`src/rtl/cfgp_pkg.sv`:
```
package cfgp_pkg;
  localparam int DW      = 32;
  localparam int LANES   = DW / 8;
  localparam int LW      = $clog2(LANES);
  localparam int BUS_W   = 8;
  localparam int DEVFN_W = 8;
  localparam int OFS_W   = 8;
  localparam int EN_BIT    = DW - 1;
  localparam int BUS_LSB   = 16;
  localparam int DEVFN_LSB = 8;

  typedef enum logic [1:0] {
    SZ_BYTE  = 2'd0,
    SZ_WORD  = 2'd1,
    SZ_DWORD = 2'd2
  } acc_size_e;

  function automatic logic [DW-1:0] size_mask(acc_size_e sz);
    case (sz)
      SZ_BYTE: size_mask = DW'(8'hFF);
      SZ_WORD: size_mask = DW'(16'hFFFF);
      default: size_mask = '1;
    endcase
  endfunction

  function automatic logic [DW-1:0] lane_ones(logic [LANES-1:0] be);
    logic [DW-1:0] m;
    for (int i = 0; i < LANES; i++) m[i*8 +: 8] = {8{be[i]}};
    return m;
  endfunction
endpackage

```
`src/rtl/cfgp_be_decode.sv`:
```
module cfgp_be_decode
  import cfgp_pkg::*;
(
  input  logic [LANES-1:0] be,
  output logic             ok,
  output logic [LW-1:0]    lane,
  output acc_size_e        size
);
  always_comb begin
    ok   = 1'b1;
    lane = '0;
    size = SZ_BYTE;
    case (be)
      4'b0001: begin lane = 2'd0; size = SZ_BYTE;  end
      4'b0010: begin lane = 2'd1; size = SZ_BYTE;  end
      4'b0100: begin lane = 2'd2; size = SZ_BYTE;  end
      4'b1000: begin lane = 2'd3; size = SZ_BYTE;  end
      4'b0011: begin lane = 2'd0; size = SZ_WORD;  end
      4'b0110: begin lane = 2'd1; size = SZ_WORD;  end
      4'b1100: begin lane = 2'd2; size = SZ_WORD;  end
      4'b1111: begin lane = 2'd0; size = SZ_DWORD; end
      default: ok = 1'b0;
    endcase
  end
endmodule

```
`src/rtl/cfgp_lane_align.sv`:
```
module cfgp_lane_align
  import cfgp_pkg::*;
#(
  parameter bit TO_HOST = 1'b0
) (
  input  logic [DW-1:0] din,
  input  logic [LW-1:0] lane,
  input  acc_size_e     size,
  output logic [DW-1:0] dout
);
  logic [LW+2:0] shamt;
  assign shamt = {lane, 3'b000};

  generate
    if (TO_HOST) begin : g_up
      assign dout = (din & size_mask(size)) << shamt;
    end else begin : g_down
      assign dout = (din >> shamt) & size_mask(size);
    end
  endgenerate
endmodule

```
`src/rtl/cfgp_addr_latch.sv`:
```
module cfgp_addr_latch
  import cfgp_pkg::*;
(
  input  logic          clk,
  input  logic          rst,
  input  logic          we,
  input  logic [DW-1:0] wdata,
  output logic [DW-1:0] q
);
  always_ff @(posedge clk) begin
    if (rst)     q <= '0;
    else if (we) q <= wdata;
  end

  // only a qualifying full-width write may alter the latched address
  a_r2_hold: assert property (@(posedge clk) disable iff (rst)
    !we |=> $stable(q));
endmodule

```
`src/rtl/cfgx_port_bridge.sv`:
```
module cfgx_port_bridge
  import cfgp_pkg::*;
(
  input  logic               clk,
  input  logic               rst,
  input  logic               hst_req,
  input  logic               hst_wr,
  input  logic               hst_port,
  input  logic [LANES-1:0]   hst_be,
  input  logic [DW-1:0]      hst_wdata,
  output logic               hst_ack,
  output logic [DW-1:0]      hst_rdata,
  output logic               dn_req,
  output logic               dn_wr,
  output logic [BUS_W-1:0]   dn_bus,
  output logic [DEVFN_W-1:0] dn_devfn,
  output logic [OFS_W-1:0]   dn_offset,
  output logic [1:0]         dn_size,
  output logic [DW-1:0]      dn_wdata,
  input  logic               dn_hit,
  input  logic [DW-1:0]      dn_rdata
);
  logic [DW-1:0] areg;
  logic          areg_we;
  logic          full_be;
  logic          be_ok;
  logic [LW-1:0] be_lane;
  acc_size_e     be_size;
  logic          fwd;
  logic [DW-1:0] wr_aligned;
  logic [DW-1:0] rd_placed;

  // stage-1 state
  logic             s1_vld;
  logic             s1_wr;
  logic             s1_fwd;
  logic             s1_arq;
  logic [LANES-1:0] s1_be;
  logic [DW-1:0]    s1_aval;
  logic [LW-1:0]    s1_lane;
  acc_size_e        s1_size;

  assign full_be = &hst_be;
  assign areg_we = hst_req & ~hst_port & hst_wr & full_be;
  assign fwd     = hst_req & hst_port & be_ok & areg[EN_BIT] & (areg[1:0] == 2'b00);

  cfgp_addr_latch u_latch (
    .clk   (clk),
    .rst   (rst),
    .we    (areg_we),
    .wdata (hst_wdata),
    .q     (areg)
  );

  cfgp_be_decode u_bedec (
    .be   (hst_be),
    .ok   (be_ok),
    .lane (be_lane),
    .size (be_size)
  );

  cfgp_lane_align #(.TO_HOST(1'b0)) u_wr_align (
    .din  (hst_wdata),
    .lane (be_lane),
    .size (be_size),
    .dout (wr_aligned)
  );

  cfgp_lane_align #(.TO_HOST(1'b1)) u_rd_align (
    .din  (dn_rdata),
    .lane (s1_lane),
    .size (s1_size),
    .dout (rd_placed)
  );

  // stage 1: accept host access, launch downstream request
  always_ff @(posedge clk) begin
    if (rst) begin
      s1_vld    <= 1'b0;
      s1_wr     <= 1'b0;
      s1_fwd    <= 1'b0;
      s1_arq    <= 1'b0;
      s1_be     <= '0;
      s1_aval   <= '0;
      s1_lane   <= '0;
      s1_size   <= SZ_BYTE;
      dn_req    <= 1'b0;
      dn_wr     <= 1'b0;
      dn_bus    <= '0;
      dn_devfn  <= '0;
      dn_offset <= '0;
      dn_size   <= '0;
      dn_wdata  <= '0;
    end else begin
      s1_vld  <= hst_req;
      s1_wr   <= hst_wr;
      s1_fwd  <= fwd;
      s1_arq  <= hst_req & ~hst_port & ~hst_wr & full_be;
      s1_be   <= hst_be;
      s1_aval <= areg;
      s1_lane <= be_lane;
      s1_size <= be_size;
      dn_req  <= fwd;
      if (fwd) begin
        dn_wr     <= hst_wr;
        dn_bus    <= areg[BUS_LSB +: BUS_W];
        dn_devfn  <= areg[DEVFN_LSB +: DEVFN_W];
        dn_offset <= {areg[OFS_W-1:2], be_lane};
        dn_size   <= be_size;
        dn_wdata  <= hst_wr ? wr_aligned : '0;
      end
    end
  end

  // stage 2: complete host access
  always_ff @(posedge clk) begin
    if (rst) begin
      hst_ack   <= 1'b0;
      hst_rdata <= '0;
    end else begin
      hst_ack <= s1_vld;
      if (!s1_vld || s1_wr)        hst_rdata <= '0;
      else if (s1_arq)             hst_rdata <= s1_aval;
      else if (s1_fwd && dn_hit)   hst_rdata <= rd_placed;
      else                         hst_rdata <= lane_ones(s1_be);
    end
  end

  // a request only leaves when the enable bit was set at acceptance
  a_r3_enable: assert property (@(posedge clk) disable iff (rst)
    dn_req |-> $past(areg[EN_BIT]));
  // a request only leaves when the low address bits were zero
  a_r4_aligned: assert property (@(posedge clk) disable iff (rst)
    dn_req |-> ($past(areg[1:0]) == 2'b00));
  // routing follows the latched address
  a_r5_route: assert property (@(posedge clk) disable iff (rst)
    dn_req |-> (dn_bus == $past(areg[BUS_LSB +: BUS_W]) &&
                dn_devfn == $past(areg[DEVFN_LSB +: DEVFN_W]) &&
                dn_offset[OFS_W-1:2] == $past(areg[OFS_W-1:2])));
  // only legal size codes go downstream
  a_r6_size: assert property (@(posedge clk) disable iff (rst)
    dn_req |-> (dn_size != 2'd3));
  // every downstream request is followed by a host acknowledge
  a_r10_ack: assert property (@(posedge clk) disable iff (rst)
    dn_req |=> hst_ack);
  // returned data never occupies lanes the host did not enable
  a_r8_lanes: assert property (@(posedge clk) disable iff (rst)
    hst_ack |-> ((hst_rdata & ~lane_ones($past(s1_be))) == '0));
endmodule

```
`config.mk`:
```
export PLATFORM = sky130hd
export DESIGN_NAME = cfgx_port_bridge
export DESIGN_NICKNAME = d
export VERILOG_FILES = /design/src/rtl/cfgp_pkg.sv /design/src/rtl/cfgp_be_decode.sv /design/src/rtl/cfgp_lane_align.sv /design/src/rtl/cfgp_addr_latch.sv /design/src/rtl/cfgx_port_bridge.sv
export SDC_FILE = /design/constraint.sdc
export NUM_CORES = 1
export LEC_CHECK = 0
export BUFFER_PORTS_ARGS = -buffer_cell sky130_fd_sc_hd__buf_4
export CAP_MARGIN = 5
export CORE_MARGIN = 1.5
export CORE_UTILIZATION = 54
export DETAILED_ROUTE_END_ITERATION = 8
export PLACE_DENSITY = 0.9
export SETUP_SLACK_MARGIN = 0.5
export SYNTH_ARGS = -nofsm -noshare
export SYNTH_HDL_FRONTEND = slang
export SYNTH_HIERARCHICAL = 1
export SYNTH_SLANG_ARGS = --single-unit
```
`constraint.sdc`:
```
create_clock -name clk -period 2.8 [get_ports clk]
set_clock_uncertainty 0.15 [all_clocks]
set_input_delay 0.56 -clock clk [delete_from_list [all_inputs] [get_ports clk]]
set_output_delay 0.56 -clock clk [all_outputs]
set_load 0.02 [all_outputs]
```
==> impl_metrics.yaml <==
global_route:
  first_global_vias: 6039
  grt_antenna_before_repair: 0
  global_route_wire_length_before_repair_um: 32520
  track_usage: 0.2903
  grt_max_degree: 136
  grt.overflow.total: 0
cts:
  tritoncts.num_buffers: 17
  worst_skew_pair.late_latency_ps: 420
  tritoncts: "done"
  cts.path.max_buffers: 2
  clock_tree.root_cell: "sky130_fd_sc_hd__clkbuf_16"
  cts_repair_resize_count: 0
  cts_setup_buffers: 0
  htree_num_levels: 4
  cts.clk_slew.worst_paths_ps: 70
  numClockSinks: 168
  hold_buffers: 0
cells_and_area:
  multi_input_gate_area_um2: 3565
  nNetsFinal: 991
  num_antenna_cells: 0
  post_layout_nonfiller_instances: 1106
  area_growth_pct: 24.39
  fill_cells: 997
  drive_above_1_share: 0.2548
  final-seq-area_um2: 3363
sta:
  period_needed_ps: 2150
  worstMarginPinSlew_ps: 583.1
  final-hold-violation-count: 0
  grt_setup_unrepaired: "no"
  fmax_mhz: 465.1
  report.final.slew_viol_count: 0
  finalSetupViolCount: 0
  totalNegativeSetupSlack_ps: 0
  layout_setup_ws_ps: 649.8
  post-route-period-util: 0.7679
  max_slew_margin: 0.6099
drt:
  detail_route.drc_violations: 0
  via_count: 6758
  route.final.wire_length_um: 21090
  dr.pass1.iters: 6
  avgRoutedWirePerCell_um: 19.07
  remaining_number_of_nets_flagged_by_the_antenna_check_after_routing: 0
  drt-vias-per-instance: 6.110
  drtIter0Drc: 878
synth:
  synth.largest_area_cell: "sky130_fd_sc_hd__dfxtp_1"
  syn_nets: 870
  synthMostInstantiatedCell: "sky130_fd_sc_hd__dfxtp_1"
  async_flop_share: 0
  syn-instance-count: 796
  synth_top_area_frac: 0.4543
  ys_types: 42
  synth.top_cells.by_area: "sky130_fd_sc_hd__dfxtp_1 (45%), sky130_fd_sc_hd__nor2b_1 (7.7%), sky130_fd_sc_hd__mux2i_1 (6.5%), sky130_fd_sc_hd__a21oi_1 (4.1%), sky130_fd_sc_hd__a311oi_1 (3.8%)"
  synth_enable_flop_cells: 0
  netlist_area_um2: 7403
  avgSynthCellArea_um2: 9.301
  postSynth.topFlopCell: "sky130_fd_sc_hd__dfxtp_1"
  synth_seq_cells: 168
  sequential_fraction_of_the_synthesis_area: 0.4543
  yosys_warnings: 6
  synth_top_cells_by_count: "sky130_fd_sc_hd__dfxtp_1 (168), sky130_fd_sc_hd__nor2b_1 (91), sky130_fd_sc_hd__a21oi_1 (61), sky130_fd_sc_hd__nor2_1 (52), sky130_fd_sc_hd__mux2i_1 (48)"
setup_path:
  critPathCaptureType: "flip-flop"
  critPathBufInv: 2
  worstPathMaxFanout: 35
  timing.critical_path.slowest_stage_cell: "sky130_fd_sc_hd__mux4_2"
  path_delay_family: "simple AND/OR/NAND/NOR gates"
  timing.reg2reg.setup_slack_ps: 820
  worstPathCellList: "buf_4 -> or3b_1 -> a21oi_4 -> buf_12 -> mux4_2 -> nand4_1 -> a21oi_1"
  cp.arrival_ps: 2290
  worst_path_largest_cell_delay_ps: 540
  worstPathRequired_ps: 2940
  worstSetupPathType: "input port to flip-flop"
  critical_path.startpoint_type: "input port"
floorplanning:
  fp.dieW_um: 120.1
  io_pins: 167
  placement_rows: 42
  initial_utilization: 0.5568
  die_h_um: 120.1
  core_area_um2: 13300
  dieArea_um2: 14420
place:
  numPortBuffers: 166
  place_congestion: 0.9046
  placed_cells_incl_taps: 1074
  hpwlAfterDp_um: 14090
  worst_slack_after_detailed_placement_ps: 267.4
power:
  maximum_ir_drop_on_the_vdd_rail_uv: 393.2
  p_per_area_nw_per_um2: 563.5
  total_leakage_power_uw: 0.003478
  total_power_uw: 5189
job:
  max_cap_violations: 0
hold_path:
  worst_hold_path_type: "input port to flip-flop"
status:
  outcome: "completed"
==> logic make-up after synthesis <==
logic type      count (synthesis)  share of synthesized area
flops                         168                     0.4543
buf+inv                        85                    0.06828
mux                            56                    0.08923
simple gates                  280                     0.2108
xor+xnor                        1                   0.001183
compound gates                206                     0.1763
==> layer usage <==
layer / vias up / global-route usage / share of wire
li1: 3112 / - / -
met5: - / 0 / 0
met1: 3156 / 0.3895 / 0.41
met4: 0 / 0.1369 / 0.038
met2: 423 / 0.4432 / 0.45
met3: 67 / 0.06654 / 0.099
==> sequential cells by signal, indices dropped and copies added (netlist names) <==
signal     count
dn_bus         8
dn_devfn       8
dn_offset      8
dn_size        2
dn_wdata      32
dn_wr          1
hst_ack        1
hst_rdata     32
s1_arq         1
s1_aval       32
s1_be          4
s1_fwd         1
s1_lane        2
s1_size        2
s1_vld         1
s1_wr          1
u_latch/q     32
==> power by group <==
group / leakage (µW) / total [µW] / internal (µW) / switching (µW)
Clock: 0.000282 / 2360 / 1360 / 1000
Sequential: 0.00136 / 2410 / 2410 / 8.29
Combinational: 0.00184 / 417 / 181 / 236
Total: 0.00348 / 5190 / 3940 / 1240
==> placed cells by master (no fill, tap or decap), types with 28 or more instances in the layout <==
| master | synthesis | layout |
|---|---|---|
| sky130_fd_sc_hd__buf_4 | 11 | 180 |
| sky130_fd_sc_hd__dfxtp_1 | 168 | 168 |
| sky130_fd_sc_hd__nor2b_1 | 91 | 91 |
| sky130_fd_sc_hd__a21oi_1 | 61 | 60 |
| sky130_fd_sc_hd__nor2_1 | 52 | 51 |
| sky130_fd_sc_hd__mux2i_1 | 48 | 48 |
| sky130_fd_sc_hd__o21ai_0 | 46 | 46 |
| sky130_fd_sc_hd__nor3_1 | 35 | 34 |
| sky130_fd_sc_hd__nand4_1 | 33 | 33 |
| sky130_fd_sc_hd__a311oi_1 | 32 | 32 |
| sky130_fd_sc_hd__nand3_1 | 28 | 28 |
==> layout make-up <==
type | count | area share
clock buffers | 18 | 0.04769
well taps | 176 | 0.02391
repair buffers | 185 | 0.1576
multi-input cells | 543 | 0.3871
clock inverters | 14 | 0.01766
inverters | 2 | 0.0008152
flip-flops and latches | 168 | 0.3652
==> worst paths after layout <==
path,start,end,depth (start not counted)
worst max register to register,s1_lane[0],hst_rdata[20],5
worst min-delay path,rst,hst_ack,2
worst max-delay path,hst_be[2],dn_wdata[7],7
worst min register to register,u_latch/q[29],s1_aval[29],1
==> stage by stage <==
| stage | util | hold slack, ps | instance area, µm² |
|---|---|---|---|
| floorplan | - | 287.4 | 7407 |
| global placement | 0.6474 | 310.9 | 8607 |
| detailed placement | 0.6474 | 313.5 | 8607 |
| CTS | 0.6926 | 196.0 | 9209 |
| global route | 0.6926 | 200.0 | 9209 |
| finish | 0.6926 | 212.8 | 9209 |
Power figures use the tool's default switching activity.
